===== src/rtl/gregPkg.sv =====
package gregPkg;
  // strobes from control to datapath
  typedef struct packed {
    logic bankSel;  // 1: alternate (interrupt) bank
    logic wrEn;     // qualified register write
  } dpStrobe_t;
endpackage


===== src/rtl/gregCtrl.sv =====
module gregCtrl
  import gregPkg::*;
#(
  parameter int STATE_W = 4,
  parameter int IG_BIT  = 0,
  parameter int MAX_TL  = 4
) (
  input  logic                 clk,
  input  logic                 rstN,
  input  logic                 trapEnter,
  input  logic                 trapExit,
  input  logic                 stateLd,
  input  logic [STATE_W-1:0]   stateLdData,
  input  logic                 wrEn,
  output dpStrobe_t            strobe,
  output logic [STATE_W-1:0]   stateOut,
  output logic [$clog2(MAX_TL+1)-1:0] trapLevel,
  output logic                 stackOvfl
);
  localparam int TL_W  = $clog2(MAX_TL + 1);
  localparam int IDX_W = (MAX_TL > 1) ? $clog2(MAX_TL) : 1;

  logic [STATE_W-1:0] stateQ;
  logic [STATE_W-1:0] stackQ [MAX_TL];
  logic [TL_W-1:0]    tlQ;
  logic               ovflQ;

  logic doPush, doReject, doPop, doLd;
  logic [IDX_W-1:0]   popIdx;
  logic [STATE_W-1:0] enterState;

  always_comb begin
    doPush   = trapEnter && (tlQ < TL_W'(MAX_TL));
    doReject = trapEnter && (tlQ == TL_W'(MAX_TL));
    doPop    = !trapEnter && trapExit && (tlQ != '0);
    doLd     = !trapEnter && !trapExit && stateLd;
    popIdx   = IDX_W'(tlQ - 1'b1);
    enterState = stateQ;
    enterState[IG_BIT] = 1'b1;
  end

  always_ff @(posedge clk) begin
    if (!rstN) begin
      stateQ <= '0;
      tlQ    <= '0;
      ovflQ  <= 1'b0;
    end else begin
      ovflQ <= doReject;
      if (doPush) begin
        stateQ <= enterState;
        tlQ    <= tlQ + 1'b1;
      end else if (doPop) begin
        stateQ <= stackQ[popIdx];
        tlQ    <= tlQ - 1'b1;
      end else if (doLd) begin
        stateQ <= stateLdData;
      end
    end
  end

  for (genvar i = 0; i < MAX_TL; i++) begin : gSlot
    always_ff @(posedge clk) begin
      if (!rstN)
        stackQ[i] <= '0;
      else if (doPush && (tlQ == TL_W'(i)))
        stackQ[i] <= stateQ;
    end
  end

  always_comb begin
    strobe.bankSel = stateQ[IG_BIT];
    strobe.wrEn    = wrEn;
  end

  assign stateOut  = stateQ;
  assign trapLevel = tlQ;
  assign stackOvfl = ovflQ;


  level_bound_chk: assert property (@(posedge clk) disable iff (!rstN)
    tlQ <= TL_W'(MAX_TL));


  ig_set_chk: assert property (@(posedge clk) disable iff (!rstN)
    (trapEnter && tlQ < TL_W'(MAX_TL)) |=> (stateQ[IG_BIT] && tlQ == $past(tlQ) + 1'b1));


  no_overflow_chk: assert property (@(posedge clk) disable iff (!rstN)
    (trapEnter && tlQ == TL_W'(MAX_TL)) |=> (ovflQ && $stable(tlQ) && $stable(stateQ)));


  pop_level_chk: assert property (@(posedge clk) disable iff (!rstN)
    (!trapEnter && trapExit && tlQ != '0) |=> (tlQ == $past(tlQ) - 1'b1));


  idle_exit_chk: assert property (@(posedge clk) disable iff (!rstN)
    (!trapEnter && trapExit && tlQ == '0) |=> ($stable(stateQ) && tlQ == '0));
endmodule


===== src/rtl/gregDatapath.sv =====
module gregDatapath
  import gregPkg::*;
#(
  parameter int DATA_W = 64,
  parameter int NREG   = 8,
  parameter int NRD    = 2
) (
  input  logic                          clk,
  input  logic                          rstN,
  input  dpStrobe_t                     strobe,
  input  logic [$clog2(NREG)-1:0]       wrAddr,
  input  logic [DATA_W-1:0]             wrData,
  input  logic [NRD-1:0][$clog2(NREG)-1:0] rdAddr,
  output logic [NRD-1:0][DATA_W-1:0]    rdData
);
  localparam int ADDR_W = $clog2(NREG);

  logic [DATA_W-1:0] bankQ [2][NREG];

  always_ff @(posedge clk) begin
    if (!rstN) begin
      for (int b = 0; b < 2; b++)
        for (int r = 0; r < NREG; r++)
          bankQ[b][r] <= '0;
    end else if (strobe.wrEn && (wrAddr != '0)) begin
      bankQ[strobe.bankSel][wrAddr] <= wrData;
    end
  end

  for (genvar p = 0; p < NRD; p++) begin : gRd
    always_comb begin
      if (rdAddr[p] == '0)
        rdData[p] = '0;
      else if (strobe.wrEn && (wrAddr == rdAddr[p]))
        rdData[p] = wrData;
      else
        rdData[p] = bankQ[strobe.bankSel][rdAddr[p]];
    end
  end


  write_lands_chk: assert property (@(posedge clk) disable iff (!rstN)
    (strobe.wrEn && wrAddr != '0) |=>
      ((rdAddr[0] != $past(wrAddr)) || !$stable(strobe.bankSel) ||
       (strobe.wrEn && wrAddr == rdAddr[0]) || (rdData[0] == $past(wrData))));


  zero_reg_chk: assert property (@(posedge clk) disable iff (!rstN)
    (rdAddr[1] == ADDR_W'(0)) |-> (rdData[1] == '0));
endmodule


===== src/rtl/gregTrapFile.sv =====
module gregTrapFile
  import gregPkg::*;
#(
  parameter int DATA_W  = 64,
  parameter int STATE_W = 4,
  parameter int MAX_TL  = 4
) (
  input  logic                clk,
  input  logic                rstN,
  input  logic                trapEnter,
  input  logic                trapExit,
  input  logic                stateLd,
  input  logic [STATE_W-1:0]  stateLdData,
  input  logic                wrEn,
  input  logic [2:0]          wrAddr,
  input  logic [DATA_W-1:0]   wrData,
  input  logic [2:0]          rdAddrA,
  output logic [DATA_W-1:0]   rdDataA,
  input  logic [2:0]          rdAddrB,
  output logic [DATA_W-1:0]   rdDataB,
  output logic [STATE_W-1:0]  stateOut,
  output logic [$clog2(MAX_TL+1)-1:0] trapLevel,
  output logic                stackOvfl
);
  localparam int NREG = 8;
  localparam int NRD  = 2;

  dpStrobe_t strobe;
  logic [NRD-1:0][2:0]        rdAddrV;
  logic [NRD-1:0][DATA_W-1:0] rdDataV;

  assign rdAddrV = {rdAddrB, rdAddrA};
  assign rdDataA = rdDataV[0];
  assign rdDataB = rdDataV[1];

  gregCtrl #(.STATE_W(STATE_W), .IG_BIT(0), .MAX_TL(MAX_TL)) uCtrl (
    .clk(clk), .rstN(rstN), .trapEnter(trapEnter), .trapExit(trapExit),
    .stateLd(stateLd), .stateLdData(stateLdData), .wrEn(wrEn),
    .strobe(strobe), .stateOut(stateOut), .trapLevel(trapLevel),
    .stackOvfl(stackOvfl)
  );

  gregDatapath #(.DATA_W(DATA_W), .NREG(NREG), .NRD(NRD)) uDp (
    .clk(clk), .rstN(rstN), .strobe(strobe), .wrAddr(wrAddr),
    .wrData(wrData), .rdAddr(rdAddrV), .rdData(rdDataV)
  );
endmodule


===== config.mk =====
export PLATFORM = sky130hd
export DESIGN_NAME = gregTrapFile
export DESIGN_NICKNAME = d
export VERILOG_FILES = /design/src/rtl/gregPkg.sv /design/src/rtl/gregCtrl.sv /design/src/rtl/gregDatapath.sv /design/src/rtl/gregTrapFile.sv
export SDC_FILE = /design/constraint.sdc
export NUM_CORES = 2
export LEC_CHECK = 0
export ABC_AREA = 1
export CAP_MARGIN = 20
export CORE_MARGIN = 2
export CORE_UTILIZATION = 38
export DETAILED_ROUTE_END_ITERATION = 7
export GPL_TIMING_DRIVEN = 1
export SYNTH_ARGS = -nofsm -noshare
export SYNTH_HDL_FRONTEND = slang
export SYNTH_SLANG_ARGS = --single-unit

===== constraint.sdc =====
create_clock -name clk -period 11.79 [get_ports clk]
set_input_delay 3.537 -clock clk [delete_from_list [all_inputs] [get_ports clk]]
set_output_delay 3.537 -clock clk [all_outputs]
set_load 0.02 [all_outputs]

==> impl_metrics.ini <==
[outcome]
status = finished with violations
violations = design-rule violations

[pwr]
power_w = 0.00877
peakVddDrop_uv = 122
p_per_area_nw_per_um2 = 166
p_leak_nw = 22.1

[floorplanning]
num_rows = 127
ios = 219
die_w_um = 352
die_h_um = 352
dieArea_um2 = 124000
initial_core_util = 0.383
core_area_um2 = 120000

[synth]
synthCells = 5267
ys_seq_elements = 921
syn_area_um2 = 46100
yosysWarnings = 0
yosysTopAreaCell = edfxtp_1
synth_cell_types = 28
syn_nets = 5356
ys_seq_area_frac = 0.598
synth_area_leaders = edfxtp_1, nand2_1, nand3_1
synth_top_area_frac = 0.595
syn_avg_cell_area_um2 = 8.75

[finish]
mostFrequentLayoutCell = nand2_1
seqCellArea_um2 = 27600
nFillCells = 11700
fin_nets = 5442
fin_cells = 7047
layout_common_cells = nand2_1, nand3_1, edfxtp_1, nor2_1, inv_1
diodes = 0
multi_input_area_um2 = 15700
syn2layout_area_growth_pct = 14.5
drive_above_1_share = 0.0493

[routing]
vias = 39100
routed_wl_um = 169000
viasPerCell = 5.55
drc = 3
wl_per_cell_um = 24.0
drt_iter0_markers = 4745
ant_nets = 0
firstDrtPassIters = 8

[timing]
final_hold_viol_count = 0
clock.fmax_mhz = 92.7
slew_headroom = 0.181
min_period_ns = 10.78
clock_skew_ns = 0.0157
maxSlewViolCount = 0
worst_slew_pin_slew_ns = 1.23
rsz0062_at_grt = false
tns_ns = 0
setup_viol = 0
fin_crit_sh = 0.915

[place]
dp.cells = 6859
place_congestion = 0.827
place_hpwl_um = 92800
numPortBuffers = 218

[global_routing]
track_usage = 0.265
grt_pass1_wl_um = 245000
grt_max_degree = 189
use_met2 = 0.431
antenna_found_initial = 0
grt_pass1_vias = 37300
overflow = 0
met3_usage = 0.0475
use_met1 = 0.349
busiest_layer = met2

[worst_setup_path]
cpMaxStageDelayCell = clkdlybuf4s50_1
crit_top_cell = nand2_1
reg2reg_depth = 7
cp_slowest_stage_delay_ns = 0.73
critPathRequiredTime_ns = 8.25
critPathTopFamily = buffers and inverters
end_kind = primary output
crit_cells = 10
worstPathMaxFanout = 25
crit_arrival_ns = 7.25
path_class = primary input to primary output
cp_cell_sequence = clkdlybuf4s50_1, nand2_1, clkinv_2, buf_4, nand3_1, nand3_1, nand2_1, nand2_1, a21oi_1, clkdlybuf4s50_1
cp_num_buf_inv = 4
startpoint_type = primary input

[cts]
clkTransAtPathRegs_ns = 0.06
hold_buffers = 0
cts_root_buf = clkbuf_16
cts.sinks = 921
cts_buffers = 104
postCtsResizedCells = 0
post_cts_buffers = 0
cts_max_path_buffers = 3
h-tree-depth = 3
clock_latency_ns = 0.69
tritoncts = done

[min_path]
worst_hold_path.num_cells = 2
hp-class = flop to flop

[job]
cap_violations = 0
report_power, final:
part	switching, W	internal, W	total (W)	leakage, nW
clock network	0.00134	0.00177	0.00310	1.54
logic	0.00125	0.000474	0.00172	11.1
registers	0.0000695	0.00388	0.00395	9.40
total	0.00266	0.00612	0.00877	22.1
per-layer routing:
layer | wire length [um] | vias up | part of all wire
met5 | 0 | - | 0
met4 | 7330 | 0 | 0.043
met3 | 17900 | 480 | 0.11
met2 | 78100 | 2348 | 0.46
met1 | 65500 | 18500 | 0.39
li1 | - | 17700 | -
area by class of cell:
| cell class | instances | area share |
|---|---|---|
| Clock buffer | 133 | 0.0522 |
| Clock inverter | 55 | 0.00787 |
| Inverter | 358 | 0.0260 |
| Multi-Input combinational cell | 3665 | 0.298 |
| Sequential cell | 921 | 0.523 |
| Tap cell | 1612 | 0.0382 |
| Timing Repair Buffer | 303 | 0.0550 |
through the flow:
step | util | hold WS, ns | setup slack (ns) | instance area (um2)
floorplan | - | 0.556 | 3.47 | 46100
global placement | 0.413 | 0.495 | 1.20 | 49600
detailed placement | 0.413 | 0.489 | 1.21 | 49600
CTS | 0.439 | 0.501 | 1.20 | 52800
global route | 0.439 | 0.543 | 1.02 | 52800
finish | 0.439 | 0.500 | 1.01 | 52800
worst register-to-register path, cell delays in order (launching register included):
cell and delay, ns:
dfxtp_1 0.35, inv_1 0.14, nand2_1 0.13, inv_2 0.16, nand2_4 0.09, buf_4 0.91
nand2_4 0.51, buf_4 0.60
cells in the mapped netlist:
cell      count
a21boi_1      1
edfxtp_1    912
a31oi_1       2
inv_4         1
clkbuf_1     84
a211oi_1      1
clkinv_1     65
clkbuf_2      1
dfxtp_1       9
a21oi_1     237
nand2_1    1781
o211ai_1      5
ha_1          6
buf_2       180
o21ai_0      85
buf_4         8
inv_1       285
o21ai_1       3
nor2_4        2
o22ai_1       1
nor3_1        4
buf_1        25
nand3_1     964
nor2_2        4
inv_2         7
buf_6        25
nor2_1      568
a21oi_2       1
kinds of logic (layout without fill, tap and decap cells):
group | Yosys count | after routing | share of synthesized area
flip-flops | 921 | 921 | 0.598
AND/OR/NAND/NOR | 3323 | 3323 | 0.298
adder cells (fa/ha/maj) | 6 | 6 | 0.00163
AO/OA/AOI/OAI | 336 | 336 | 0.0371
buffers and inverters | 681 | 849 | 0.0652
flip-flops by register name, indices dropped and copies added, names as in the netlist, named ones only:
register	flops
uDp.bankQ	896
uCtrl.trapLevel	3
uCtrl.stateOut	4
uCtrl.stackQ	16
uCtrl.stackOvfl	1
worst paths after layout:
| kind | start | endpoint | slack (ns) |
|---|---|---|---|
| worst max-delay path | rdAddrA[0] | rdDataA[22] | 1.01 |
| worst min-delay path | uCtrl.trapLevel[2] | uCtrl.stackOvfl | 0.50 |
| worst max register to register | uCtrl.stateOut[0] | uDp.bankQ[0][372] | 8.46 |
| worst min register to register | uCtrl.trapLevel[2] | uCtrl.stackOvfl | 0.50 |
No activity file was read; power rests on OpenSTA's default activity.
